<file path="src/rtl/lret_pkg.sv">
package lret_pkg;

    typedef enum logic [1:0] {
        SZ_B = 2'd0,
        SZ_H = 2'd1,
        SZ_W = 2'd2,
        SZ_D = 2'd3
    } acc_size_e;

    localparam logic [1:0] WAIT_FAST = 2'd1;
    localparam logic [1:0] WAIT_SLOW = 2'd2;

    typedef struct packed {
        logic       miss;
        logic [1:0] wait_cnt;
    } slot_t;

    function automatic logic is_misaligned(acc_size_e sz, logic [2:0] a);
        case (sz)
            SZ_B:    return 1'b0;
            SZ_H:    return a[0];
            SZ_W:    return |a[1:0];
            default: return |a;
        endcase
    endfunction

    function automatic logic is_signed_narrow(acc_size_e sz, logic sgn);
        return sgn && (sz != SZ_D);
    endfunction

endpackage

</file>
<file path="src/rtl/lret_issue_dec.sv">
module lret_issue_dec
    import lret_pkg::*;
#(
    parameter int TAGW = 5
) (
    input  logic            clk,
    input  logic            rst,
    input  logic            iss_valid,
    input  logic            hold,
    input  logic [TAGW-1:0] iss_tag,
    input  acc_size_e       iss_size,
    input  logic            iss_signed,
    input  logic [2:0]      iss_addr,
    output logic            enq,
    output logic [1:0]      enq_wait,
    output logic            trap_valid,
    output logic [TAGW-1:0] trap_tag,
    output logic            dly_mode
);
    logic accepted;
    logic bad_align;
    logic narrow_s;

    assign accepted  = iss_valid && !hold;
    assign bad_align = is_misaligned(iss_size, iss_addr);
    assign narrow_s  = is_signed_narrow(iss_size, iss_signed);
    assign enq       = accepted && !bad_align;
    assign enq_wait  = (narrow_s || dly_mode) ? WAIT_SLOW : WAIT_FAST;

    always_ff @(posedge clk) begin
        if (rst) begin
            dly_mode   <= 1'b0;
            trap_valid <= 1'b0;
            trap_tag   <= '0;
        end else begin
            dly_mode   <= enq ? (dly_mode || narrow_s) : 1'b0;
            trap_valid <= accepted && bad_align;
            trap_tag   <= iss_tag;
        end
    end
endmodule

</file>
<file path="src/rtl/lret_order_q.sv">
module lret_order_q
    import lret_pkg::*;
#(
    parameter int DEPTH = 8,
    parameter int TAGW  = 5
) (
    input  logic            clk,
    input  logic            rst,
    input  logic            enq,
    input  logic [TAGW-1:0] enq_tag,
    input  logic [1:0]      enq_wait,
    input  logic            enq_miss,
    input  logic            fill_valid,
    output logic            wb_valid,
    output logic [TAGW-1:0] wb_tag,
    output logic            full,
    output logic            empty
);
    localparam int PTRW = (DEPTH > 1) ? $clog2(DEPTH) : 1;
    localparam int CNTW = $clog2(DEPTH + 1);

    slot_t           slots [DEPTH];
    logic [TAGW-1:0] tags  [DEPTH];
    logic [PTRW-1:0] rd_ptr, wr_ptr;
    logic [CNTW-1:0] count;
    logic            fill_hit;
    logic [PTRW-1:0] fill_idx;
    logic [PTRW-1:0] scan;

    function automatic logic [PTRW-1:0] step(logic [PTRW-1:0] p);
        return (p == PTRW'(DEPTH - 1)) ? '0 : p + 1'b1;
    endfunction

    assign empty    = (count == '0);
    assign full     = (count == CNTW'(DEPTH));
    assign wb_valid = !empty && !slots[rd_ptr].miss && (slots[rd_ptr].wait_cnt == 2'd0);
    assign wb_tag   = tags[rd_ptr];

    always_comb begin
        fill_hit = 1'b0;
        fill_idx = '0;
        scan     = '0;
        for (int i = 0; i < DEPTH; i++) begin
            scan = PTRW'((int'(rd_ptr) + i) % DEPTH);
            if (!fill_hit && fill_valid && (i < int'(count)) && slots[scan].miss) begin
                fill_hit = 1'b1;
                fill_idx = scan;
            end
        end
    end

    always_ff @(posedge clk) begin
        if (rst) begin
            rd_ptr <= '0;
            wr_ptr <= '0;
            count  <= '0;
            for (int i = 0; i < DEPTH; i++) begin
                slots[i] <= '0;
                tags[i]  <= '0;
            end
        end else begin
            for (int i = 0; i < DEPTH; i++) begin
                if (slots[i].wait_cnt != 2'd0)
                    slots[i].wait_cnt <= slots[i].wait_cnt - 2'd1;
            end
            if (fill_hit)
                slots[fill_idx].miss <= 1'b0;
            if (enq) begin
                slots[wr_ptr] <= '{miss: enq_miss, wait_cnt: enq_wait};
                tags[wr_ptr]  <= enq_tag;
                wr_ptr        <= step(wr_ptr);
            end
            if (wb_valid)
                rd_ptr <= step(rd_ptr);
            case ({enq, wb_valid})
                2'b10:   count <= count + 1'b1;
                2'b01:   count <= count - 1'b1;
                default: count <= count;
            endcase
        end
    end
endmodule

</file>
<file path="src/rtl/lret_unit.sv">
module lret_unit
    import lret_pkg::*;
#(
    parameter int DEPTH = 8,
    parameter int TAGW  = 5
) (
    input  logic            clk,
    input  logic            rst,
    input  logic            iss_valid,
    input  logic [TAGW-1:0] iss_tag,
    input  logic [1:0]      iss_size,
    input  logic            iss_signed,
    input  logic [2:0]      iss_addr,
    input  logic            iss_hit,
    output logic            iss_stall,
    input  logic            fill_valid,
    output logic            wb_valid,
    output logic [TAGW-1:0] wb_tag,
    output logic            trap_valid,
    output logic [TAGW-1:0] trap_tag
);
    logic       enq;
    logic [1:0] enq_wait;
    logic       dly_mode;
    logic       q_full;
    logic       q_empty;

    assign iss_stall = q_full;

    lret_issue_dec #(.TAGW(TAGW)) u_dec (
        .clk        (clk),
        .rst        (rst),
        .iss_valid  (iss_valid),
        .hold       (q_full),
        .iss_tag    (iss_tag),
        .iss_size   (acc_size_e'(iss_size)),
        .iss_signed (iss_signed),
        .iss_addr   (iss_addr),
        .enq        (enq),
        .enq_wait   (enq_wait),
        .trap_valid (trap_valid),
        .trap_tag   (trap_tag),
        .dly_mode   (dly_mode)
    );

    lret_order_q #(.DEPTH(DEPTH), .TAGW(TAGW)) u_q (
        .clk        (clk),
        .rst        (rst),
        .enq        (enq),
        .enq_tag    (iss_tag),
        .enq_wait   (enq_wait),
        .enq_miss   (!iss_hit),
        .fill_valid (fill_valid),
        .wb_valid   (wb_valid),
        .wb_tag     (wb_tag),
        .full       (q_full),
        .empty      (q_empty)
    );
endmodule

</file>
<file path="config.mk">
export PLATFORM = sky130hd
export DESIGN_NAME = lret_unit
export DESIGN_NICKNAME = d
export VERILOG_FILES = /design/src/rtl/lret_pkg.sv /design/src/rtl/lret_issue_dec.sv /design/src/rtl/lret_order_q.sv /design/src/rtl/lret_unit.sv
export SDC_FILE = /design/constraint.sdc
export NUM_CORES = 1
export LEC_CHECK = 0
export ABC_AREA = 1
export BUFFER_PORTS_ARGS = -buffer_cell sky130_fd_sc_hd__buf_4
export CAP_MARGIN = 10
export CORE_MARGIN = 2
export CORE_UTILIZATION = 28
export CTS_CLUSTER_SIZE = 24
export DETAILED_ROUTE_END_ITERATION = 8
export PLACE_DENSITY = 0.4
export SLEW_MARGIN = 20
export SYNTH_ARGS = -nofsm -noshare
export SYNTH_HDL_FRONTEND = slang
export SYNTH_SLANG_ARGS = --single-unit
</file>
<file path="constraint.sdc">
create_clock -name clk -period 2.4 [get_ports clk]
set_input_delay 0.24 -clock clk [delete_from_list [all_inputs] [get_ports clk]]
set_output_delay 0.24 -clock clk [all_outputs]
set_load 0.02 [all_outputs]
</file>
# Yosys cells after proc, flatten, opt, wreduce, memory -nomap -nowiden
# Memories as Yosys holds them, arrays and structs flattened. A register that Yosys moved wholly into a read port is not among the register bits.
# Cells that the tools add are included.
[op_classes]
add_sub_neg = 19
magnitude_cmp = 8
eq_ne = 8
n_mux = 68
bitwise_logic = 9
n_reduce_logical = 58
[op_table]
columns = ["cell", "count"]
rows = [
  ["$mux 3", 15],
  ["$mux 1", 41],
  ["$logic_and 1x1->1", 29],
  ["$mux 2", 9],
  ["$reduce_bool 2->1", 9],
  ["$lt 3x4->1 const A", 4],
  ["$sub 2x1->2 const B", 8],
  ["$add 3x3->3 const B", 4],
  ["$logic_not 1->1", 12],
  ["$add 3x1->3 const B", 3],
  ["$lt 1x4->1 const A", 2],
  ["$lt 2x4->1 const A", 2],
  ["$or 1x1->1", 8],
  ["$pmux 4 s2", 1],
  ["$add 3x2->3 const B", 2],
  ["$eq 3x3->1 const B", 2],
  ["$mux 5", 1],
  ["$reduce_or 5->1", 1],
  ["$add 4x1->4 const B", 1],
  ["$eq 2x1->1 const B", 2],
  ["$eq 2x2->1 const B", 2],
  ["$eq 4x4->1 const B", 1],
  ["$logic_not 2->1", 2],
  ["$logic_not 4->1", 1],
  ["other kinds (7)", 8],
]
[word_totals]
register_bits = 17
ramBits = 64
output_inout_bits = 13
word_cells = 178
mem_count = 2
[memory_table]
columns = ["name", "depth", "word_bits", "rd", "rd_clocked_by_memory_dff", "write_ports", "line_no", "source"]
rows = [
  ["u_q.tags", 8, 5, 1, 1, 8, "lret_order_q.sv:23", "logic [TAGW-1:0] tags [DEPTH];"],
  ["u_q.slots", 8, 3, 16, 1, 10, "lret_order_q.sv:22", "slot_t slots [DEPTH];"],
]

# Longest topological paths before layout
[logic_depth]
word_depth = 42
mapped_depth = 22

# Modules after synthesis
# A second synthesis with hierarchy kept.
[hier_totals]
hier_cells = 627
area_unflattened_um2 = 5037.3
[modules_own_cells]
columns = ["module", "instances", "cells_each", "area_per_inst_um2", "seq_area_each_um2"]
rows = [
  ["lret_order_q", 1, 589, 4765.8, 2182.1],
  ["lret_issue_dec", 1, 37, 267.8, 140.1],
  ["lret_unit", 1, 1, 3.8, 0.0],
]

# Worst setup path before layout
# OpenSTA, ideal clock, no wires.
[synth_path]
path_type = "flip-flop to flip-flop"
startpoint = "reg u_q.rd_ptr[0]"
endpoint = "mem u_q.slots[5][2] in the netlist's numbering (enable)"
setup_ns = 0.304
arrival_time_ns = 2.347
t_required_ns = 2.096
setup_slack_ns = -0.251
stages_incl_launch_ff = 22
n_path_buf = 3
path_cell_list = "dfxtp_1 buf_6 inv_6 buf_12 ha_1 buf_4 inv_2 nand3_1 nand2_1 a21oi_2 nand3_4 nand3_2 inv_2 nand2_1 nand2_1 nor2_1 nand2_1 nor2_2 nand2_1 nor2_2 nand2_1 o21bai_1"
[synth_lines]
columns = ["element", "line_no", "source"]
rows = [
  ["start: declaration", "lret_order_q.sv:24", "logic [PTRW-1:0] rd_ptr, wr_ptr;"],
  ["start signal: assignment", "lret_order_q.sv:74", "rd_ptr <= step(rd_ptr);"],
  ["end: declaration", "lret_order_q.sv:22", ""],
]

==> summary.json <==
{
  "hpwlAfterDp_um": 11600,
  "route.detailed.wl_per_inst_um": 15.5,
  "worst_setup_path_start_kind": "flip-flop",
  "synth_flop_cell": "sky130_fd_sc_hd__edfxtp_1",
  "critical_path_launch_point": "u_q.rd_ptr[0]",
  "final_hold_violations": 0,
  "initial_utilization": 0.288,
  "timing.setup.critical_path_class": "flip-flop to flip-flop",
  "achievable-frequency_ghz": 0.392,
  "cts.reportedPaths.clkPinSlew_ns": 0.07,
  "failed_checks": "setup timing",
  "crit-reg2reg-capture": "u_q.slots[2][2]",
  "route.detailed.drc": 0,
  "layout.nets": 779,
  "cts_htree_levels": 3,
  "postCtsHoldBufs": 0,
  "powerDensity_nw_per_um2": 1110,
  "dieArea_sq_um": 18900,
  "regToRegStartpoint": "u_q.rd_ptr[0]",
  "first_global_vias": 4555,
  "place.gp.congestion": 0.854,
  "pin_count_of_the_biggest_net_entering_global_routing": 25,
  "drt-total-wl_um": 15100,
  "vias_per_cell": 4.64,
  "port_buffers": 28,
  "number_of_clock_sinks": 84,
  "whs_endpoint": "u_dec.trap_tag[3]",
  "min_path_type": "input pin to flip-flop",
  "cts_tree": "done",
  "final_layout_size_suffix_gt1_frac": 0.339,
  "share_of_flip_flops_with_an_asynchronous_set_or_reset_after_synthesis": 0,
  "firstDrtPassIters": 5,
  "clock_period_minus_final_worst_setup_slack_ns": 2.55,
  "cell_with_the_biggest_individual_delay_on_the_critical_path": "sky130_fd_sc_hd__dfxtp_4",
  "worstPathRequired_ns": 2.46,
  "critical_path.most_common_cell": "sky130_fd_sc_hd__nand2_1",
  "slew_at_the_pin_with_the_worst_max_slew_slack_ns": 0.365,
  "grt_remaining_overflow": 0,
  "syn_avg_cell_area_sq_um": 8.19,
  "report.final.slew_viol_count": 0,
  "cts-buffers-inserted": 9,
  "vertical_extent_of_the_die_um": 138,
  "crit_arrival_ns": 2.61,
  "num_rows": 48,
  "track_usage": 0.169,
  "vias": 4525,
  "cts_root_buf": "sky130_fd_sc_hd__clkbuf_16",
  "layout.cells.non_filler": 975,
  "synth.yosys.warnings": 0,
  "final-setup-viol-count": 8,
  "timing.critical_path.cells": "ha_2, buf_4, ha_1, inv_1, nand2_1, nand4_1, buf_4, nor4_2, nor2_2, nand2_2, nor2_4, nor2_2, nand2_1, nand2_1",
  "area_delta_synth_final_pct": 36.5,
  "netlist-cell-type-count": 49,
  "setup_repair_after_global_routing_missed_its_margin": "yes",
  "grt_pass1_wl_um": 24000,
  "crit_path_max_incr_delay_ns": 0.36,
  "number_of_enable_flip_flop_cells_after_synthesis": 64,
  "max_cap_viol_count": 0,
  "detailed_place.area_sq_um": 6230,
  "timing.critical_path.to_type": "flip-flop",
  "postLayoutCellArea_sq_um": 6830,
  "vdd_drop_max_mv": 0.560,
  "syn_area_sq_um": 5000,
  "reg2reg_slack_ns": -0.15,
  "result_of_the_run": "finished, violations left",
  "p_leak_nw": 3.01,
  "reg2reg_depth": 14,
  "clock_latency_ns": 0.35,
  "dpl.cell_count": 950,
  "period_share": 1.06,
  "synth_seq_cells": 84,
  "ys_seq_area_frac": 0.464,
  "antenna-diode-count": 0,
  "synth_top_area_share": 0.384,
  "worst-path-max-fanout": 5,
  "mappedNetlistNets": 645,
  "hold_depth": 3,
  "slew-limit-headroom": 0.755,
  "drt_iter0_markers": 262,
  "worstHoldStart": "iss_tag[3]",
  "route.antenna.remaining_nets": 0,
  "synthTopCellsByArea": "sky130_fd_sc_hd__edfxtp_1 38%, sky130_fd_sc_hd__nor2_1 10%, sky130_fd_sc_hd__dfxtp_1 8.0%",
  "pin_count": 29,
  "clockBufferDepth": 2,
  "yosys.area.top_type": "sky130_fd_sc_hd__edfxtp_1",
  "setup_ws_ns": -0.148,
  "postSynthCellCount": 611,
  "core-area_sq_um": 17400,
  "dieWidth_um": 138,
  "timing.clock.skew_ns": 0.00898,
  "number_of_antenna_violations_at_the_first_check_in_global_routing": 0
}
==> final cells by class <==
cell class / count / area (sq um)
Fill cell: 1764 / 10500
Multi-Input combinational cell: 413 / 2430
Sequential cell: 84 / 2330
Timing Repair Buffer: 140 / 1100
Inverter: 97 / 389
Tap cell: 225 / 282
Clock buffer: 11 / 233
Clock inverter: 5 / 61.3
==> state kept, by name, summed over array words and instances, names as in the netlist, named ones only <==
| signal | flops |
|---|---|
| u_dec.trap_valid | 1 |
| u_q.slots | 24 |
| u_dec.dly_mode | 1 |
| u_q.count | 4 |
| u_q.tags | 40 |
| u_dec.trap_tag | 5 |
| u_q.wr_ptr | 3 |
| u_q.rd_ptr | 3 |
==> cells in the final DEF (no fill, tap or decap), drive strengths merged, types with 10 or more instances in the layout <==
cell type	synthesis	layout
a21oi	22	22
buf	7	140
clkbuf	10	11
dfxtp	20	20
edfxtp	64	64
ha	18	18
inv	88	88
nand2	99	99
nand3	40	40
nand4	13	13
nor2	140	140
o21ai	35	35
o22ai	10	10
==> worst max-delay path by stage <==
stage,to,slack (ns)
3_5_place_dp,u_q.slots[1][2],-0.26
4_1_cts,u_q.slots[0][2],-0.09
6_report,u_q.slots[2][2],-0.15
5_1_grt,u_q.slots[2][2],-0.30
2_1_floorplan,u_q.slots[5][2],-0.24
3_3_place_gp,u_q.slots[0][2],-0.28
==> metal layers <==
| layer | up-vias | GRT usage | routed length [um] |
|---|---|---|---|
| met1 | 2139 | 0.228 | 7300 |
| met2 | 79 | 0.278 | 7070 |
| li1 | 2293 | - | - |
| met3 | 14 | 0.0302 | 490 |
| met4 | 0 | 0.0447 | 231 |
| met5 | - | 0 | 0 |
==> what timing repair did <==
| action | in CTS | in global routing |
|---|---|---|
| setup buffers | 6 | 3 |
| resized for setup | 31 | 45 |
| cloned | 0 | 0 |
| pin swaps | 15 | 6 |
| endpoints found under the setup margin | 30 | 106 |
==> cell usage after synthesis, types with 2 or more instances <==
library cell	count
sky130_fd_sc_hd__a211oi_1	2
sky130_fd_sc_hd__a21oi_1	21
sky130_fd_sc_hd__a31o_2	5
sky130_fd_sc_hd__a31oi_1	5
sky130_fd_sc_hd__buf_2	2
sky130_fd_sc_hd__buf_4	2
sky130_fd_sc_hd__clkbuf_1	10
sky130_fd_sc_hd__clkinv_1	9
sky130_fd_sc_hd__dfxtp_1	20
sky130_fd_sc_hd__edfxtp_1	64
sky130_fd_sc_hd__ha_1	18
sky130_fd_sc_hd__inv_1	79
sky130_fd_sc_hd__inv_2	8
sky130_fd_sc_hd__nand2_1	88
sky130_fd_sc_hd__nand2_2	9
sky130_fd_sc_hd__nand2_4	2
sky130_fd_sc_hd__nand3_1	31
sky130_fd_sc_hd__nand3_2	5
sky130_fd_sc_hd__nand3_4	4
sky130_fd_sc_hd__nand4_1	10
sky130_fd_sc_hd__nand4_4	2
sky130_fd_sc_hd__nor2_1	134
sky130_fd_sc_hd__nor2_2	5
sky130_fd_sc_hd__nor4_1	3
sky130_fd_sc_hd__o21ai_0	34
sky130_fd_sc_hd__o21bai_1	4
sky130_fd_sc_hd__o22ai_1	10
sky130_fd_sc_hd__o311ai_0	4
==> where the power goes <==
| part | total (mW) | internal (mW) | switching, mW |
|---|---|---|---|
| combinational | 4.13 | 1.83 | 2.30 |
| sequential | 2.02 | 1.86 | 0.158 |
| clock | 1.41 | 0.811 | 0.597 |
==> worst max-delay path: cells and delay by family (launching register included) <==
family        cells  cell delay [ns]
buf+inv           3             0.40
flops             1             0.36
simple gates      9             1.00
fa+ha+maj         2             0.50
==> cell families (layout without fill, tap and decap cells) <==
| family | Yosys count | after routing | synth area share |
|---|---|---|---|
| adder cells (fa/ha/maj) | 18 | 18 | 0.0450 |
| AO/OA/AOI/OAI | 93 | 93 | 0.112 |
| XOR/XNOR | 2 | 2 | 0.00350 |
| flip-flops | 84 | 84 | 0.464 |
| buffers and inverters | 114 | 253 | 0.0933 |
| AND/OR/NAND/NOR | 300 | 300 | 0.282 |
==> through the flow <==
stage,setup TNS [ns],worst slack (ns),hold WS [ns],util,power (mW)
after detailed placement,-2.25,-0.258,0.509,0.359,5.78
after global routing,-2.29,-0.300,0.272,0.393,8.11
final,-0.911,-0.148,0.274,0.393,7.55
after CTS,-0.650,-0.0896,0.249,0.384,7.45
after floorplan,-1.17,-0.241,0.419,-,4.20
after global placement,-2.42,-0.279,0.490,0.359,5.73
Note: power is estimated with default switching activity, not from simulation.
